**src/rtl/rxs_pkg.sv**
```systemverilog
package rxs_pkg;

  localparam int BIT_RUNT  = 11;
  localparam int BIT_MCAST = 10;
  localparam int BIT_LONG  = 7;
  localparam int BIT_LATE  = 6;
  localparam int BIT_FTYPE = 5;
  localparam int BIT_WDOG  = 4;
  localparam int BIT_LNERR = 3;
  localparam int BIT_DRIB  = 2;
  localparam int BIT_CRC   = 1;

  localparam logic [31:0] CRC_SEED    = 32'hFFFF_FFFF;
  localparam logic [31:0] CRC_POLY_LR = 32'hEDB8_8320;
  localparam logic [31:0] CRC_GOOD    = 32'hDEBB_20E3;

  typedef struct packed {
    logic runt;
    logic mcast;
    logic too_long;
    logic late_col;
    logic frame_type;
    logic wdog;
    logic line_err;
    logic dribble;
    logic crc_err;
  } rx_flags_t;

  // LSB-first CRC-32 update, one nibble at a time
  function automatic logic [31:0] crc_nibble(input logic [31:0] c_in, input logic [3:0] n);
    logic [31:0] c;
    c = c_in;
    for (int i = 0; i < 4; i++) begin
      if (c[0] ^ n[i]) c = (c >> 1) ^ CRC_POLY_LR;
      else             c = c >> 1;
    end
    return c;
  endfunction

  function automatic logic [31:0] crc_byte(input logic [31:0] c, input logic [7:0] b);
    return crc_nibble(crc_nibble(c, b[3:0]), b[7:4]);
  endfunction

  function automatic logic [11:0] pack_status(input rx_flags_t f);
    logic [11:0] s;
    s = '0;
    s[BIT_RUNT]  = f.runt;
    s[BIT_MCAST] = f.mcast;
    s[BIT_LONG]  = f.too_long;
    s[BIT_LATE]  = f.late_col;
    s[BIT_FTYPE] = f.frame_type;
    s[BIT_WDOG]  = f.wdog;
    s[BIT_LNERR] = f.line_err;
    s[BIT_DRIB]  = f.dribble;
    s[BIT_CRC]   = f.crc_err;
    return s;
  endfunction

  function automatic logic frame_is_bad(input rx_flags_t f);
    return f.runt | f.too_long | f.late_col | f.wdog | f.line_err | f.crc_err;
  endfunction

endpackage

```
**src/rtl/rxs_nib_counter.sv**
```systemverilog
module rxs_nib_counter #(
  parameter int NIB_W = 13
) (
  input  logic             clk,
  input  logic             rst_n,
  input  logic             nib_valid,
  input  logic [3:0]       nib,
  input  logic             clear,
  output logic [NIB_W-1:0] nib_cnt,
  output logic             byte_stb,
  output logic [7:0]       byte_val,
  output logic [NIB_W-2:0] byte_idx
);
  localparam logic [NIB_W-1:0] NIB_MAX = {NIB_W{1'b1}};

  logic [3:0] low_q;
  logic       saturated;
  logic       advance;

  assign saturated = (nib_cnt == NIB_MAX);
  assign advance   = nib_valid && !saturated;
  assign byte_stb  = advance && nib_cnt[0];
  assign byte_val  = {nib, low_q};
  assign byte_idx  = nib_cnt[NIB_W-1:1];

  always_ff @(posedge clk) begin
    if (!rst_n) begin
      nib_cnt <= '0;
      low_q   <= '0;
    end else if (clear) begin
      nib_cnt <= '0;
    end else if (advance) begin
      nib_cnt <= nib_cnt + 1'b1;
      if (!nib_cnt[0]) low_q <= nib;
    end
  end

  // length basis: each accepted nibble moves the count by one
  assert_nibble_step_R4: assert property (@(posedge clk) disable iff (!rst_n)
    (nib_valid && !clear && nib_cnt != NIB_MAX) |=> nib_cnt == $past(nib_cnt) + 1'b1);

endmodule

```
**src/rtl/rxs_crc_check.sv**
```systemverilog
module rxs_crc_check (
  input  logic       clk,
  input  logic       rst_n,
  input  logic       clear,
  input  logic       byte_stb,
  input  logic [7:0] byte_val,
  output logic       crc_match
);
  import rxs_pkg::*;

  logic [31:0] crc_q;

  always_ff @(posedge clk) begin
    if (!rst_n || clear) crc_q <= CRC_SEED;
    else if (byte_stb)   crc_q <= crc_byte(crc_q, byte_val);
  end

  assign crc_match = (crc_q == CRC_GOOD);

  // the register holds still between complete bytes
  assert_crc_hold_R10: assert property (@(posedge clk) disable iff (!rst_n)
    (!byte_stb && !clear) |=> $stable(crc_q));

endmodule

```
**src/rtl/rxs_hdr_fields.sv**
```systemverilog
module rxs_hdr_fields #(
  parameter int IDX_W         = 12,
  parameter int TYPE_IDX      = 12,
  parameter int ETHERTYPE_MIN = 1500
) (
  input  logic             clk,
  input  logic             rst_n,
  input  logic             clear,
  input  logic             byte_stb,
  input  logic [7:0]       byte_val,
  input  logic [IDX_W-1:0] byte_idx,
  output logic             is_mcast,
  output logic             is_type_frame
);
  localparam logic [IDX_W-1:0] IDX_FIRST = '0;
  localparam logic [IDX_W-1:0] IDX_THI   = IDX_W'(TYPE_IDX);
  localparam logic [IDX_W-1:0] IDX_TLO   = IDX_W'(TYPE_IDX + 1);
  localparam logic [15:0]      TYPE_MIN  = 16'(ETHERTYPE_MIN);

  logic [7:0]  type_hi_q;
  logic [15:0] type_q;
  logic        type_seen_q;

  always_ff @(posedge clk) begin
    if (!rst_n || clear) begin
      is_mcast    <= 1'b0;
      type_hi_q   <= '0;
      type_q      <= '0;
      type_seen_q <= 1'b0;
    end else if (byte_stb) begin
      if (byte_idx == IDX_FIRST) is_mcast  <= byte_val[0];
      if (byte_idx == IDX_THI)   type_hi_q <= byte_val;
      if (byte_idx == IDX_TLO) begin
        type_q      <= {type_hi_q, byte_val};
        type_seen_q <= 1'b1;
      end
    end
  end

  assign is_type_frame = type_seen_q && (type_q > TYPE_MIN);

  // multicast follows the group bit of the first byte
  assert_mcast_capture_R3: assert property (@(posedge clk) disable iff (!rst_n)
    (byte_stb && !clear && byte_idx == IDX_FIRST) |=> is_mcast == $past(byte_val[0]));

endmodule

```
**src/rtl/rx_frame_status.sv**
```systemverilog
module rx_frame_status #(
  parameter int NIB_W         = 13,
  parameter int MIN_BYTES     = 64,
  parameter int MAX_BYTES     = 1518,
  parameter int WDOG_BYTES    = 2048,
  parameter int LATE_WINDOW   = 64,
  parameter int ETHERTYPE_MIN = 1500
) (
  input  logic        clk,
  input  logic        rst_n,
  input  logic        rx_dv,
  input  logic [3:0]  rxd,
  input  logic        rx_er,
  input  logic        rx_col,
  input  logic        cfg_pass_bad,
  output logic        stat_valid,
  output logic [11:0] stat_word,
  output logic        stat_pass
);
  import rxs_pkg::*;

  localparam int BYTE_W = NIB_W - 1;
  localparam logic [BYTE_W-1:0] MIN_B  = BYTE_W'(MIN_BYTES);
  localparam logic [BYTE_W-1:0] MAX_B  = BYTE_W'(MAX_BYTES);
  localparam logic [BYTE_W-1:0] WDOG_B = BYTE_W'(WDOG_BYTES);
  localparam logic [BYTE_W-1:0] WIN_B  = BYTE_W'(LATE_WINDOW);

  logic              dv_q;
  logic              frame_end;
  logic [NIB_W-1:0]  nib_cnt;
  logic [BYTE_W-1:0] byte_cnt;
  logic              byte_stb;
  logic [7:0]        byte_val;
  logic [BYTE_W-1:0] byte_idx;
  logic              crc_match;
  logic              hdr_mcast;
  logic              hdr_type;
  logic              err_seen_q;
  logic              late_seen_q;
  logic              late_hit;
  rx_flags_t         flags;
  logic              bad_frame;

  assign frame_end = dv_q && !rx_dv;
  assign byte_cnt  = nib_cnt[NIB_W-1:1];
  assign late_hit  = rx_dv && rx_col && (byte_cnt >= WIN_B);

  rxs_nib_counter #(.NIB_W(NIB_W)) u_count (
    .clk(clk), .rst_n(rst_n), .nib_valid(rx_dv), .nib(rxd), .clear(frame_end),
    .nib_cnt(nib_cnt), .byte_stb(byte_stb), .byte_val(byte_val), .byte_idx(byte_idx)
  );

  rxs_crc_check u_crc (
    .clk(clk), .rst_n(rst_n), .clear(frame_end),
    .byte_stb(byte_stb), .byte_val(byte_val), .crc_match(crc_match)
  );

  rxs_hdr_fields #(.IDX_W(BYTE_W), .TYPE_IDX(12), .ETHERTYPE_MIN(ETHERTYPE_MIN)) u_hdr (
    .clk(clk), .rst_n(rst_n), .clear(frame_end), .byte_stb(byte_stb),
    .byte_val(byte_val), .byte_idx(byte_idx),
    .is_mcast(hdr_mcast), .is_type_frame(hdr_type)
  );

  always_ff @(posedge clk) begin
    if (!rst_n) begin
      dv_q        <= 1'b0;
      err_seen_q  <= 1'b0;
      late_seen_q <= 1'b0;
    end else begin
      dv_q <= rx_dv;
      if (frame_end) begin
        err_seen_q  <= 1'b0;
        late_seen_q <= 1'b0;
      end else begin
        if (rx_dv && rx_er) err_seen_q  <= 1'b1;
        if (late_hit)       late_seen_q <= 1'b1;
      end
    end
  end

  always_comb begin
    flags            = '0;
    flags.runt       = byte_cnt < MIN_B;
    flags.mcast      = hdr_mcast;
    flags.too_long   = byte_cnt > MAX_B;
    flags.late_col   = late_seen_q;
    flags.frame_type = hdr_type;
    flags.wdog       = byte_cnt > WDOG_B;
    flags.line_err   = err_seen_q;
    flags.dribble    = nib_cnt[0] && !late_seen_q;
    flags.crc_err    = (!crc_match || err_seen_q) &&
                       !(flags.runt || flags.late_col || flags.wdog);
    bad_frame        = frame_is_bad(flags);
  end

  always_ff @(posedge clk) begin
    if (!rst_n) begin
      stat_valid <= 1'b0;
      stat_word  <= '0;
      stat_pass  <= 1'b0;
    end else begin
      stat_valid <= frame_end;
      if (frame_end) begin
        stat_word <= pack_status(flags);
        stat_pass <= !bad_frame || cfg_pass_bad;
      end
    end
  end

  assert_strobe_single_R1: assert property (@(posedge clk) disable iff (!rst_n)
    stat_valid |=> !stat_valid);

  assert_strobe_after_fall_R1: assert property (@(posedge clk) disable iff (!rst_n)
    $rose(stat_valid) |-> ($past(dv_q) && !$past(rx_dv)));

  assert_crc_masked_R10: assert property (@(posedge clk) disable iff (!rst_n)
    (stat_valid && (stat_word[BIT_RUNT] || stat_word[BIT_LATE] || stat_word[BIT_WDOG]))
      |-> !stat_word[BIT_CRC]);

  assert_dribble_masked_R9: assert property (@(posedge clk) disable iff (!rst_n)
    (stat_valid && stat_word[BIT_LATE]) |-> !stat_word[BIT_DRIB]);

  assert_wdog_long_R7: assert property (@(posedge clk) disable iff (!rst_n)
    (stat_valid && stat_word[BIT_WDOG]) |-> stat_word[BIT_LONG]);

  assert_drop_bad_R12: assert property (@(posedge clk) disable iff (!rst_n)
    (stat_valid && !$past(cfg_pass_bad) &&
     (stat_word[BIT_RUNT] || stat_word[BIT_LONG] || stat_word[BIT_LATE] ||
      stat_word[BIT_WDOG] || stat_word[BIT_LNERR] || stat_word[BIT_CRC]))
      |-> !stat_pass);

endmodule

```
**config.mk**
```make
export PLATFORM = sky130hd
export DESIGN_NAME = rx_frame_status
export DESIGN_NICKNAME = d
export VERILOG_FILES = /design/src/rtl/rxs_pkg.sv /design/src/rtl/rxs_nib_counter.sv /design/src/rtl/rxs_crc_check.sv /design/src/rtl/rxs_hdr_fields.sv /design/src/rtl/rx_frame_status.sv
export SDC_FILE = /design/constraint.sdc
export NUM_CORES = 1
export LEC_CHECK = 0
export BUFFER_PORTS_ARGS = -buffer_cell sky130_fd_sc_hd__buf_4
export CORE_ASPECT_RATIO = 1.1
export CORE_MARGIN = 1
export CORE_UTILIZATION = 55
export DETAILED_ROUTE_END_ITERATION = 7
export HOLD_SLACK_MARGIN = 0.05
export PLACE_DENSITY = 0.73
export SYNTH_ARGS = -nofsm -noshare
export SYNTH_HDL_FRONTEND = slang
export SYNTH_SLANG_ARGS = --single-unit
```
**constraint.sdc**
```tcl
create_clock -name clk -period 3.41 [get_ports clk]
set_input_delay 0.682 -clock clk [delete_from_list [all_inputs] [get_ports clk]]
set_output_delay 0.682 -clock clk [all_outputs]
set_load 0.01 [all_outputs]
```
==> results of run 1 <==
[final cells by class]
cell class / count / area, um2
well taps: 105 / 131
clock inverters: 4 / 52.6
clock buffers: 11 / 141
multi-input cells: 306 / 2320
fillers: 639 / 2850
inverters: 5 / 18.8
repair buffers: 24 / 180
flip-flops and latches: 89 / 1780
[per-layer routing]
layer / up-vias / routed length, um / GRT usage
met2: 41 / 4060 / 0.379
met5: - / 0 / 0
met1: 1396 / 3920 / 0.292
li1: 1490 / - / -
met3: 16 / 231 / 0.0518
met4: 0 / 151 / 0.0736
[layout by cell type (no fill, tap or decap), types with 3 or more instances in the layout]
master,instances
nor2_1,44
nand3_1,8
o211ai_1,31
nor3_1,6
mux2i_1,30
or3_1,3
a21oi_1,7
dfxtp_1,89
nand4_1,6
nand4b_1,4
nand2_1,41
xnor2_4,5
buf_4,24
xor2_1,24
conb_1,3
xnor2_1,38
xnor2_2,6
a22o_1,4
clkbuf_8,10
o21ai_0,5
inv_1,5
and3_1,4
[how the worst max path moves through the flow]
stage / endpoint / slack, ns / cells after the start / start
global route: u_count.nib_cnt[8]$_SDFFE_PP0P_ / 0.91 / 6 / u_count.nib_cnt[1]$_SDFFE_PP0P_
global placement: u_crc.crc_q[17]$_SDFFE_PP1P_ / 1.10 / 6 / rxd[1]
detailed placement: u_crc.crc_q[24]$_SDFFE_PP1P_ / 1.11 / 6 / rxd[1]
floorplan: u_hdr.type_q[10]$_SDFFE_PP0P_ / 1.36 / 8 / rx_dv
CTS: u_count.nib_cnt[10]$_SDFFE_PP0P_ / 1.16 / 6 / u_count.nib_cnt[1]$_SDFFE_PP0P_
finish: u_count.nib_cnt[10]$_SDFFE_PP0P_ / 1.18 / 6 / u_count.nib_cnt[1]$_SDFFE_PP0P_
[flip-flops by register name, indices dropped and copies added, names as in the netlist]
name,flops
u_hdr.type_hi_q,8
dv_q,1
u_hdr.is_mcast,1
stat_pass,1
u_count.nib_cnt,13
err_seen_q,1
u_count.low_q,4
u_crc.crc_q,32
stat_valid,1
u_hdr.type_q,16
stat_word,9
u_hdr.type_seen_q,1
late_seen_q,1
[worst min-delay path, cell delays in order, from the launching register on]
cell and delay (ns):
dfxtp_1 0.32, nand2_1 0.05, nand2_1 0.04
[power breakdown]
group	leakage, uW	internal (uW)	switching [uW]
Combinational	0.00122	228	246
Clock	0.0000998	358	378
Sequential	0.000723	1070	38.4
Total	0.00204	1650	662
[logic make-up (layout without fill, tap and decap cells)]
logic type,count (synthesis),in the layout,share of synthesized area
DFF,89,89,0.421
AOI/OAI and AO/OA,61,61,0.109
muxes,30,30,0.0709
other,1,3,0.000886
and+or+nand+nor,133,133,0.152
buffers and inverters,31,44,0.0349
xor gates and xnor gates,78,78,0.209
adders and majority gates,1,1,0.00295
[metrics by stage]
| step | power, uW | cell area [um2] | util | hold WS [ns] |
|---|---|---|---|---|
| floorplan | 1520 | 4240 | - | 0.426 |
| global placement | 1600 | 4430 | 0.593 | 0.434 |
| detailed placement | 1600 | 4430 | 0.593 | 0.437 |
| CTS | 2330 | 4630 | 0.619 | 0.453 |
| global route | 2430 | 4630 | 0.619 | 0.468 |
| finish | 2320 | 4630 | 0.619 | 0.448 |
==> metrics.md, run 1 <==
| Metric | Value |
|---|---|
| Status | finished, final reports clean |
| Ratio of cells with drive above 1 in the final layout | 0.132 |
| Worst Setup Start Kind | register |
| Slowest stage delay, CP | 0.74 ns |
| Setup ws final | 1.18 ns |
| Critical path's slowest cell | o311ai_1 |
| Grt total ovfl | 0 |
| Slew HR | 0.465 |
| Vias in the first global route | 2826 |
| Layout Cells excl Fill | 544 |
| CP delay by family, top | compound AO/OA/AOI/OAI gates |
| DRT Pass-1 Iters | 4 |
| Critical Path RT | 3.66 ns |
| YS warnings | 0 |
| Synth top cells by count | dfxtp_1 (89), nor2_1 (44), nand2_1 (41) |
| Setup crit end kind | register |
| Placed insts | 529 |
| Synth unique cells | 52 |
| Initial Utilization | 0.567 |
| Setup TNS | 0 ns |
| Hold WC Path Type | register to register |
| Site row count | 33 |
| Total number of vias | 2943 |
| Inserted Diodes | 0 |
| Pwr dens | 500 nW/um2 |
| TritonCTS Sinks | 89 |
| CP Class | register to register |
| Hold-fix buffers, CTS | 0 |
| Max Cap Viol | 0 |
| Hold Path End | stat_word[1]$_SDFFE_PN0P_ |
| Worst-path clk slew | 0.09 ns |
| Final Setup Violations | 0 |
| Most common cell in the netlist | dfxtp_1 |
| ANT nets after route | 0 |
| Port bufs | 20 |
| Min-delay src | stat_word[1]$_SDFFE_PN0P_ |
| Clk_skew | 0.0112 ns |
| R2R Setup Slk | 1.18 ns |
| Initial detailed-routing violation count | 136 |
| CP max FO | 11 |
| Top FF cell, synth | dfxtp_1 |
| Actual slew at the worst max-slew pin | 0.790 ns |
| Final worst-path cycle share | 0.653 |
| Post-route DRC | 0 |
| Core ar. | 7470 um2 |
| RSZ-0062 raised after global routing | false |
| Yosys reg bits | 89 |
| RD Place Congestion | 0.846 |
| Tot GR Track Use | 0.228 |
| Number of max-slew violations in the final report | 0 |
| Number of enable flip-flop cells after synthesis | 0 |
| Die ar. | 8050 um2 |
| Hpwl dp | 5980 um |
| Largest net degree at the start of global routing | 65 |
| Area Overhead vs Synth | 9.31% |
| Post-synthesis sequential area ratio | 0.421 |
| F_max | 449 MHz |
| # nets final | 446 |
| Yosys top cell by area | dfxtp_1 |
| Hold depth | 2 |
| Final hold vios | 0 |
| Max VDD drop | 0.269 mV |
| Avg Cell Area, Syn | 9.99 um2 |
| Routed WL per cell | 15.4 um |
| Post-CTS setup buffers | 0 |
| Ranking of synthesized cells by area | dfxtp_1 (42%), xnor2_1 (7.9%), mux2i_1 (7.1%) |
| # IOs | 24 |
| Final Critical Period | 2.23 ns |
| Clk buf depth | 2 |
| CP cell instances | ha_1 -> nand4_1 -> o311ai_1 -> nor3_1 -> xnor2_1 -> nor2_1 |
| Die Y | 94.0 um |
| R2r worst-path depth | 6 |
| Share of the synthesized area in the top cell type | 0.421 |
| Cells after synthesis | 424 |
| Netlist area before placement | 4230 um2 |
| CP arrival | 2.47 ns |
| Static leakage | 0.00204 uW |
| Clock Root Buffer | clkbuf_8 |
| First-pass GRT wire length | 14000 um |
| DIE WIDTH | 85.7 um |
| H-Tree Depth | 3 |
| Async SR Flop Fraction | 0 |
| Reg2reg start | u_count.nib_cnt[1]$_SDFFE_PP0P_ |
| Crit path buffers/inverters | 0 |
| Setup slack at placement | 1.11 ns |
| CTS Buf Count | 9 |
| Clock Latency Late Sink | 0.36 ns |
| Post-CTS sizing | 0 |
| CTS tree | built |
| Initial antenna violation count | 0 |
| Reg2reg end | u_count.nib_cnt[10]$_SDFFE_PP0P_ |
| WL final | 8360 um |
| Vias per cell | 5.41 |
Note: power is estimated with default switching activity, not from simulation.
==> run 2: changes to the inputs <==
--- a/config.mk
+++ b/config.mk
@@ -5,13 +5,14 @@
 export SDC_FILE = /design/constraint.sdc
 export NUM_CORES = 1
 export LEC_CHECK = 0
+export ABC_AREA = 1
 export BUFFER_PORTS_ARGS = -buffer_cell sky130_fd_sc_hd__buf_4
 export CORE_ASPECT_RATIO = 1.1
 export CORE_MARGIN = 1
 export CORE_UTILIZATION = 55
 export DETAILED_ROUTE_END_ITERATION = 7
 export HOLD_SLACK_MARGIN = 0.05
-export PLACE_DENSITY = 0.73
+export PLACE_DENSITY = 0.76
 export SYNTH_ARGS = -nofsm -noshare
 export SYNTH_HDL_FRONTEND = slang
 export SYNTH_SLANG_ARGS = --single-unit
==> constraint.sdc (replaced) <==
create_clock -name clk -period 1.8 [get_ports clk]
set_input_delay 0.36 -clock clk [delete_from_list [all_inputs] [get_ports clk]]
set_output_delay 0.36 -clock clk [all_outputs]
set_load 0.01 [all_outputs]
==> run 2 against run 1 <==
Against the previous run: core utilization increased by 3.4 points; critical path depth increased by 3; count of clock-buffer cells in the layout decreased by 2; critical path type unchanged.
==> metrics.md, run 2 <==
| Metric | Value |
|---|---|
| CTS Buf Count | 9 (unchanged) |
| Ratio of cells with drive above 1 in the final layout | 0.140 (+0.00760) |
| WL final | 12400 um (+49%) |
| Final hold vios | 0 (unchanged) |
| Util after Layout | 0.653 (+0.0338) |
| Min-delay src | rst_n |
| Initial antenna violation count | 0 (unchanged) |
| Number of max-slew violations in the final report | 0 (unchanged) |
| Die Y | 101 um (+7.6%) |
| Initial detailed-routing violation count | 250 (+84%) |
| Cells after synthesis | 727 (+71%) |
| Vias per cell | 5.26 (-2.8%) |
| Post-route DRC | 0 (unchanged) |
| RSZ-0062 raised after global routing | false |
| Hpwl dp | 9320 um (+56%) |
| DRT Pass-1 Iters | 5 (+1) |
| Slew HR | 0.656 (+0.191) |
| Port bufs | 20 (unchanged) |
| Final worst-path cycle share | 0.920 (+0.267) |
| Clk_skew | 0.0125 ns (+0.00130 ns) |
| First-pass GRT wire length | 20700 um (+48%) |
| TritonCTS Sinks | 89 (unchanged) |
| Final Setup Violations | 0 (unchanged) |
| CP max FO | 17 (+6) |
| Tot GR Track Use | 0.285 (+0.0579) |
| Largest net degree at the start of global routing | 34 (-48%) |
| # IOs | 24 (unchanged) |
| Status | finished, final reports clean |
| R2r worst-path depth | 9 (+3) |
| Final Critical Period | 1.66 ns (-0.572 ns) |
| Pwr dens | 800 nW/um2 (+60%) |
| Reg2reg end | u_crc.crc_q[26]$_SDFFE_PP1P_ |
| Most common cell in the netlist | nand2_1 |
| Number of flip-flops in the largest register | 32 (unchanged) |
| F_max | 604 MHz (+35%) |
| Hold WC Path Type | input port to register |
| Avg Cell Area, Syn | 6.76 um2 (-32%) |
| Worst-path clk slew | 0.11 ns (+0.02 ns) |
| CP cell instances | ha_4 -> nand3_4 -> nor3_4 -> nand2_2 -> nand2_4 -> nor2_4 -> buf_4 -> nand2_1 -> o21ai_1 |
| Async SR Flop Fraction | 0 (unchanged) |
| Static leakage | 0.00248 uW (+21%) |
| Reg2reg start | u_count.nib_cnt[0]$_SDFFE_PP0P_ |
| Cell internal pwr | 2930 uW (+77%) |
| Hold depth | 3 (+1) |
| Fin Hold WS | 0.235 ns (-0.213 ns) |
| Inserted Diodes | 0 (unchanged) |
| Clock power frac | 0.313 (-0.005) |
| Synth unique cells | 42 (-19%) |
| Clock Latency Late Sink | 0.37 ns (about the same) |
| Clock Root Buffer | clkbuf_8 |
| Synth top cells by count | nand2_1 (229), nor2_1 (104), dfxtp_1 (89) |
| Post-synthesis sequential area ratio | 0.362 (-0.0585) |
| Worst Setup Start Kind | register |
| Hold Path End | dv_q$_SDFF_PN0_ |
| Vias in the first global route | 4355 (+54%) |
| Critical path's slowest cell | nor2_4 |
| Actual slew at the worst max-slew pin | 0.513 ns (-0.276 ns) |
| ANT nets after route | 0 (unchanged) |
| Total number of vias | 4649 (+58%) |
| Grt total ovfl | 0 (unchanged) |
| Top FF cell, synth | dfxtp_1 |
| Hold-fix buffers, CTS | 0 (unchanged) |
| Max Cap Viol | 0 (unchanged) |
| DIE WIDTH | 92.2 um (+7.6%) |
| Biggest register | u_crc.crc_q |
| Clk buf depth | 2 (unchanged) |
| Initial Utilization | 0.576 (+0.00927) |
| Area Overhead vs Synth | 13.4% |
| R2R Setup Slk | 0.14 ns (-1.04 ns) |
| # nets final | 779 (+75%) |
| Sequential power share | 0.466 (-0.012) |
| Sw Pwr | 1540 uW (+130%) |
| H-Tree Depth | 3 (unchanged) |
| Biggest regs | u_crc.crc_q (32), u_hdr.type_q (16), u_count.nib_cnt (13) |
| YS warnings | 0 (unchanged) |
| Max VDD drop | 0.347 mV (+29%) |
| Routed WL per cell | 14.1 um (-8.4%) |
| Crit path launch | u_count.nib_cnt[0]$_SDFFE_PP0P_ |
| Sw Ratio | 0.344 (+0.0583) |
| Die ar. | 9320 um2 (+16%) |
| CP Class | register to register |
| Most common cell after layout, fill and taps aside | nand2_1 |
| Share of the synthesized area in the top cell type | 0.362 (-0.0585) |
| Commonest non-fill, non-tap cells in the layout | nand2_1 (226), nor2_1 (103), dfxtp_1 (87), inv_1 (63), buf_4 (47) |
| Core ar. | 8540 um2 (+14%) |
| Slowest stage delay, CP | 0.36 ns (-0.38 ns) |
| Ranking of synthesized cells by area | dfxtp_1 (36%), nand2_1 (17%), nor2_1 (7.9%) |
| Netlist area before placement | 4920 um2 (+16%) |
| Critical Path RT | 2.10 ns (-1.56 ns) |
| CP arrival | 1.96 ns (-0.51 ns) |
| Comb power frac | 0.221 (+0.017) |
| Fin area | 5580 um2 (+20%) |
| Number of enable flip-flop cells after synthesis | 0 (unchanged) |
| Yosys reg bits | 89 (unchanged) |
| Dpl cell area | 5330 um2 (+20%) |
| CTS tree | built |
| Yosys top cell by area | dfxtp_1 |
| RD Place Congestion | 0.927 (+9.5%) |
| Site row count | 35 (+6.1%) |
| Setup crit end kind | register |
run 2: cell types whose count changed after synthesis, sizes merged, moves of 9 or more:
cell    delta
mux2i     -30
o21ai     +28
xnor2     -40
nand3     +32
nand2    +201
clkbuf     -9
inv       +63
xor2      +11
o211ai    -25
a21oi     +31
nor2      +63
run 2: power by group through the flow:
stage | Sequential, uW | Clock [uW] | Combinational, uW
after floorplan | 2110 | 0 | 698
after global placement | 2120 | 0 | 953
after detailed placement | 2120 | 0 | 967
after CTS | 2080 | 1410 | 971
after global routing | 2090 | 1510 | 1100
final | 2080 | 1390 | 988
run 2: timing repair:
item / in CTS / in global routing
setup buffers: 0 / 1
hold endpoints to repair: 0 / 0
resized for setup: 0 / 10
endpoints found under the setup margin: 0 / 47
run 2: worst max-delay path, delay by kind of cell (launching register included):
| family | cells | cell delay (ns) |
|---|---|---|
| AO/OA/AOI/OAI | 1 | 0.11 |
| adder cells (fa/ha/maj) | 1 | 0.17 |
| AND/OR/NAND/NOR | 6 | 0.73 |
| flip-flops | 1 | 0.35 |
| buffers and inverters | 1 | 0.22 |
run 2: worst max path at each step:
stage / end / slack, ns / cells past startpoint
finish: u_crc.crc_q[26]$_SDFFE_PP1P_ / 0.14 / 9
global route: u_hdr.type_q[1]$_SDFFE_PP0P_ / 0.01 / 10
CTS: u_crc.crc_q[26]$_SDFFE_PP1P_ / 0.07 / 9
detailed placement: u_crc.crc_q[8]$_SDFFE_PP1P_ / -0.06 / 10
global placement: u_crc.crc_q[8]$_SDFFE_PP1P_ / -0.06 / 10
floorplan: u_crc.crc_q[30]$_SDFFE_PP1P_ / 0.10 / 10
run 2: layout make-up:
| cell class | instances | area (um2) |
|---|---|---|
| Inverter | 68 | 258 |
| Clock inverter | 7 | 68.8 |
| Sequential cell | 89 | 1780 |
| Fill cell | 787 | 2960 |
| Timing Repair Buffer | 51 | 433 |
| Clock buffer | 9 | 124 |
| Tap cell | 111 | 139 |
| Multi-Input combinational cell | 549 | 2770 |
run 2: cells by family after synthesis:
logic type      after synthesis  synth area share
other cells                   1          0.000763
buf+inv                      91            0.0870
flops                        89             0.362
simple gates                412             0.355
xor+xnor                     47            0.0891
compound gates               86             0.103
fa+ha+maj                     1           0.00254
run 2: layer usage:
layer	global-route usage	wire length [um]	part of all wire	vias to the layer above
met3	0.0383	501	0.040	36
met2	0.506	6220	0.50	117
met1	0.337	5210	0.42	2136
met4	0.153	512	0.041	0
li1	-	-	-	2360
met5	0	0	0	-
run 2: stage by stage:
step	setup slack (ns)	cells	setup TNS (ns)	total power, uW
after floorplan	0.103	729	0	2810
after global placement	-0.0563	867	-0.186	3070
after detailed placement	-0.0633	867	-0.250	3090
after CTS	0.0661	883	0	4460
after global routing	0.0130	884	0	4700
final	0.144	884	0	4460
==> run 3: changes to the inputs <==
--- a/config.mk
+++ b/config.mk
@@ -5,14 +5,13 @@
 export SDC_FILE = /design/constraint.sdc
 export NUM_CORES = 1
 export LEC_CHECK = 0
-export ABC_AREA = 1
 export BUFFER_PORTS_ARGS = -buffer_cell sky130_fd_sc_hd__buf_4
 export CORE_ASPECT_RATIO = 1.1
 export CORE_MARGIN = 1
-export CORE_UTILIZATION = 55
+export CORE_UTILIZATION = 30
 export DETAILED_ROUTE_END_ITERATION = 7
+export GPL_TIMING_DRIVEN = 0
 export HOLD_SLACK_MARGIN = 0.05
-export PLACE_DENSITY = 0.76
 export SYNTH_ARGS = -nofsm -noshare
 export SYNTH_HDL_FRONTEND = slang
 export SYNTH_SLANG_ARGS = --single-unit
==> run 3 against run 2 <==
Against the previous run: the flow now finishes with violations (setup timing); count of clock-buffer cells in the layout unchanged; critical path type unchanged; final cell count shrank 23%; via count is 31% lower; setup slack lost 0.23 ns; global-route usage is 14 points lower; largest power group unchanged; register-to-register slack lost 0.23 ns; sequential power is essentially flat; non-clock buffer count is 25 higher; core utilization down 25 points; sequential cell count is the same; critical path depth fell by 3; clock power increased by 36%.
==> metrics.md, run 3 (same netlist as run 1, synthesis figures left out) <==
| Metric | Value |
|---|---|
| Fin area | 5530 um2 (-0.81%) |
| Clk buf depth | 2 (unchanged) |
| Comb power frac | 0.219 (-0.002) |
| Ratio of cells with drive above 1 in the final layout | 0.268 (+0.129) |
| Final Setup Violations | 20 (+20) |
| Final hold vios | 0 (unchanged) |
| DIE WIDTH | 115 um (+25%) |
| Failing checks | setup timing |
| Clock power frac | 0.370 (+0.057) |
| Hpwl dp | 7110 um (-24%) |
| Max VDD drop | 0.473 mV (+36%) |
| Reg2reg end | stat_pass$_SDFFE_PN0P_ |
| Vias per cell | 4.72 (-10%) |
| Pwr dens | 924 nW/um2 (+15%) |
| Core ar. | 13800 um2 (+62%) |
| Final Critical Period | 1.88 ns (+0.227 ns) |
| F_max | 531 MHz (-12%) |
| Util after Layout | 0.401 (-0.252) |
| DRT Pass-1 Iters | 4 (-1) |
| Worst-path clk slew | 0.07 ns (-0.04 ns) |
| Site row count | 45 (+29%) |
| CP delay by family, top | simple AND/OR/NAND/NOR gates |
| Final worst-path cycle share | 1.05 (+0.126) |
| Cell internal pwr | 3660 uW (+25%) |
| Number of max-slew violations in the final report | 0 (unchanged) |
| Hold depth | 3 (unchanged) |
| Slowest stage delay, CP | 0.56 ns (+0.20 ns) |
| Vias in the first global route | 3104 (-29%) |
| Biggest regs | u_crc.crc_q (32), u_hdr.type_q (16), u_count.nib_cnt (13) |
| Total number of vias | 3207 (-31%) |
| CTS Buf Count | 9 (unchanged) |
| Hold Path End | stat_pass$_SDFFE_PN0P_ |
| Grt total ovfl | 0 (unchanged) |
| Sw Ratio | 0.283 (-0.0612) |
| Routed WL per cell | 15.0 um (+6.6%) |
| Die ar. | 14600 um2 (+57%) |
| Number of flip-flops in the largest register | 32 (unchanged) |
| Largest net degree at the start of global routing | 17 (-50%) |
| ANT nets after route | 0 (unchanged) |
| Initial detailed-routing violation count | 168 (-33%) |
| Actual slew at the worst max-slew pin | 0.560 ns (+0.0461 ns) |
| First-pass GRT wire length | 16200 um (-22%) |
| Tot GR Track Use | 0.146 (-0.139) |
| Worst Setup Start Kind | register |
| Critical path's slowest cell | or4_4 |
| TritonCTS Sinks | 89 (unchanged) |
| Hold WC Path Type | input port to register |
| Fin Hold WS | 0.224 ns (-0.0109 ns) |
| Post-route DRC | 0 (unchanged) |
| Inserted Diodes | 0 (unchanged) |
| # IOs | 24 (unchanged) |
| RD Place Congestion | 0.861 (-7.1%) |
| Max Cap Viol | 0 (unchanged) |
| CP cell instances | or4_4 -> buf_4 -> nand4bb_4 -> a2111oi_4 -> nand3_1 -> nand2_1 |
| WL final | 10200 um (-18%) |
| Commonest non-fill, non-tap cells in the layout | dfxtp_1 (74), buf_4 (50), nor2_1 (44), nand2_1 (41), xnor2_1 (36) |
| Initial antenna violation count | 0 (unchanged) |
| CTS tree | built |
| Setup crit end kind | register |
| Crit path buffers/inverters | 1 (unchanged) |
| Area Overhead vs Synth | 30.6% |
| Biggest register | u_crc.crc_q |
| Sequential power share | 0.411 (-0.055) |
| Slew HR | 0.624 (-0.0324) |
| Die Y | 127 um (+25%) |
| Critical Path RT | 2.09 ns (about the same) |
| CP max FO | 2 (-15) |
| Min-delay src | cfg_pass_bad |
| Port bufs | 19 (-5.0%) |
| RSZ-0062 raised after global routing | true |
| Most common cell after layout, fill and taps aside | dfxtp_1 |
| Initial Utilization | 0.307 (-0.269) |
| # nets final | 498 (-36%) |
| R2r worst-path depth | 6 (-3) |
| CP Class | register to register |
| Sw Pwr | 1450 uW (-5.8%) |
| Dpl cell area | 4640 um2 (-13%) |
| CP arrival | 2.17 ns (+0.21 ns) |
| Reg2reg start | u_count.nib_cnt[8]$_SDFFE_PP0P_ |
| Cell depth of the worst setup path | 6 (-3) |
| Status | complete, but fails checks |
| H-Tree Depth | 3 (unchanged) |
| Clock Root Buffer | clkbuf_16 |
| Clk_skew | 0.00868 ns (-0.00387 ns) |
| R2R Setup Slk | -0.08 ns (-0.23 ns) |
| Static leakage | 0.00239 uW (-3.6%) |
| Setup ws final | -0.0829 ns (-0.227 ns) |
| Clock Latency Late Sink | 0.34 ns (-0.03 ns) |
-- run 3: cell count changes in the layout (fill, tap and decap cells not counted), sizes merged, moves of 25 or more --
| cell | before | now |
|---|---|---|
| o211ai | 7 | 32 |
| nand3 | 40 | 8 |
| a21oi | 38 | 7 |
| mux2i | 0 | 30 |
| xnor2 | 9 | 49 |
| nand2 | 242 | 41 |
| inv | 72 | 7 |
| o21ai | 33 | 5 |
| nor2 | 107 | 44 |
-- run 3: cell type report --
class | instances | area [um2]
multi-input cells | 306 | 2530
flip-flops and latches | 89 | 1810
inverters | 5 | 18.8
clock buffers | 9 | 225
repair buffers | 51 | 440
well taps | 188 | 235
clock inverters | 7 | 76.3
plain buffers | 25 | 194
fillers | 1299 | 8260
-- run 3: tightest hold or removal path: cells and delay by family --
family | cells | cell delay, ns
buffers and inverters | 1 | 0.08
AOI/OAI and AO/OA | 1 | 0.05
and+or+nand+nor | 1 | 0.05
-- run 3: metal layers --
layer,vias to the layer above,global-route usage,part of all wire
met3,22,0.0397,0.028
met4,0,0.0672,0.033
li1,1590,-,-
met2,46,0.248,0.51
met5,-,0,0
met1,1549,0.171,0.43
-- run 3: timing repair --
item / 4_1_cts / 5_1_grt
setup endpoints to repair: 70 / 76
gates cloned: 1 / 0
gates resized for setup: 41 / 25
hold buffers: 0 / 0
pin swaps: 14 / 11
hold endpoints to repair: 0 / 0
buffers inserted: 16 / 15
-- run 3: power groups by stage --
stage | Clock (uW) | Sequential (uW) | Combinational [uW]
floorplan | 0 | 2120 | 757
global placement | 0 | 2140 | 945
detailed placement | 0 | 2140 | 953
CTS | 1940 | 2100 | 1010
global route | 2030 | 2110 | 1200
finish | 1890 | 2100 | 1120
-- run 3: worst max-delay path by stage --
stage | to | start | slack, ns
floorplan | u_hdr.type_q[10]$_SDFFE_PP0P_ | u_count.nib_cnt[9]$_SDFFE_PP0P_ | -0.03
global placement | u_crc.crc_q[10]$_SDFFE_PP1P_ | u_count.nib_cnt[0]$_SDFFE_PP0P_ | -0.52
detailed placement | u_crc.crc_q[15]$_SDFFE_PP1P_ | u_count.nib_cnt[0]$_SDFFE_PP0P_ | -0.58
CTS | u_hdr.type_q[10]$_SDFFE_PP0P_ | u_count.nib_cnt[8]$_SDFFE_PP0P_ | -0.09
global route | u_hdr.type_q[8]$_SDFFE_PP0P_ | u_count.nib_cnt[8]$_SDFFE_PP0P_ | -0.22
finish | stat_pass$_SDFFE_PN0P_ | u_count.nib_cnt[8]$_SDFFE_PP0P_ | -0.08
-- run 3: per-stage QoR --
stage | total power, uW | worst slack, ns | instances | TNS, ns
finish | 5110 | -0.0829 | 680 | -1.23
CTS | 5050 | -0.0857 | 665 | -1.30
global placement | 3080 | -0.525 | 633 | -20.83
global route | 5340 | -0.218 | 680 | -4.21
floorplan | 2880 | -0.0281 | 426 | -0.341
detailed placement | 3090 | -0.581 | 633 | -22.55
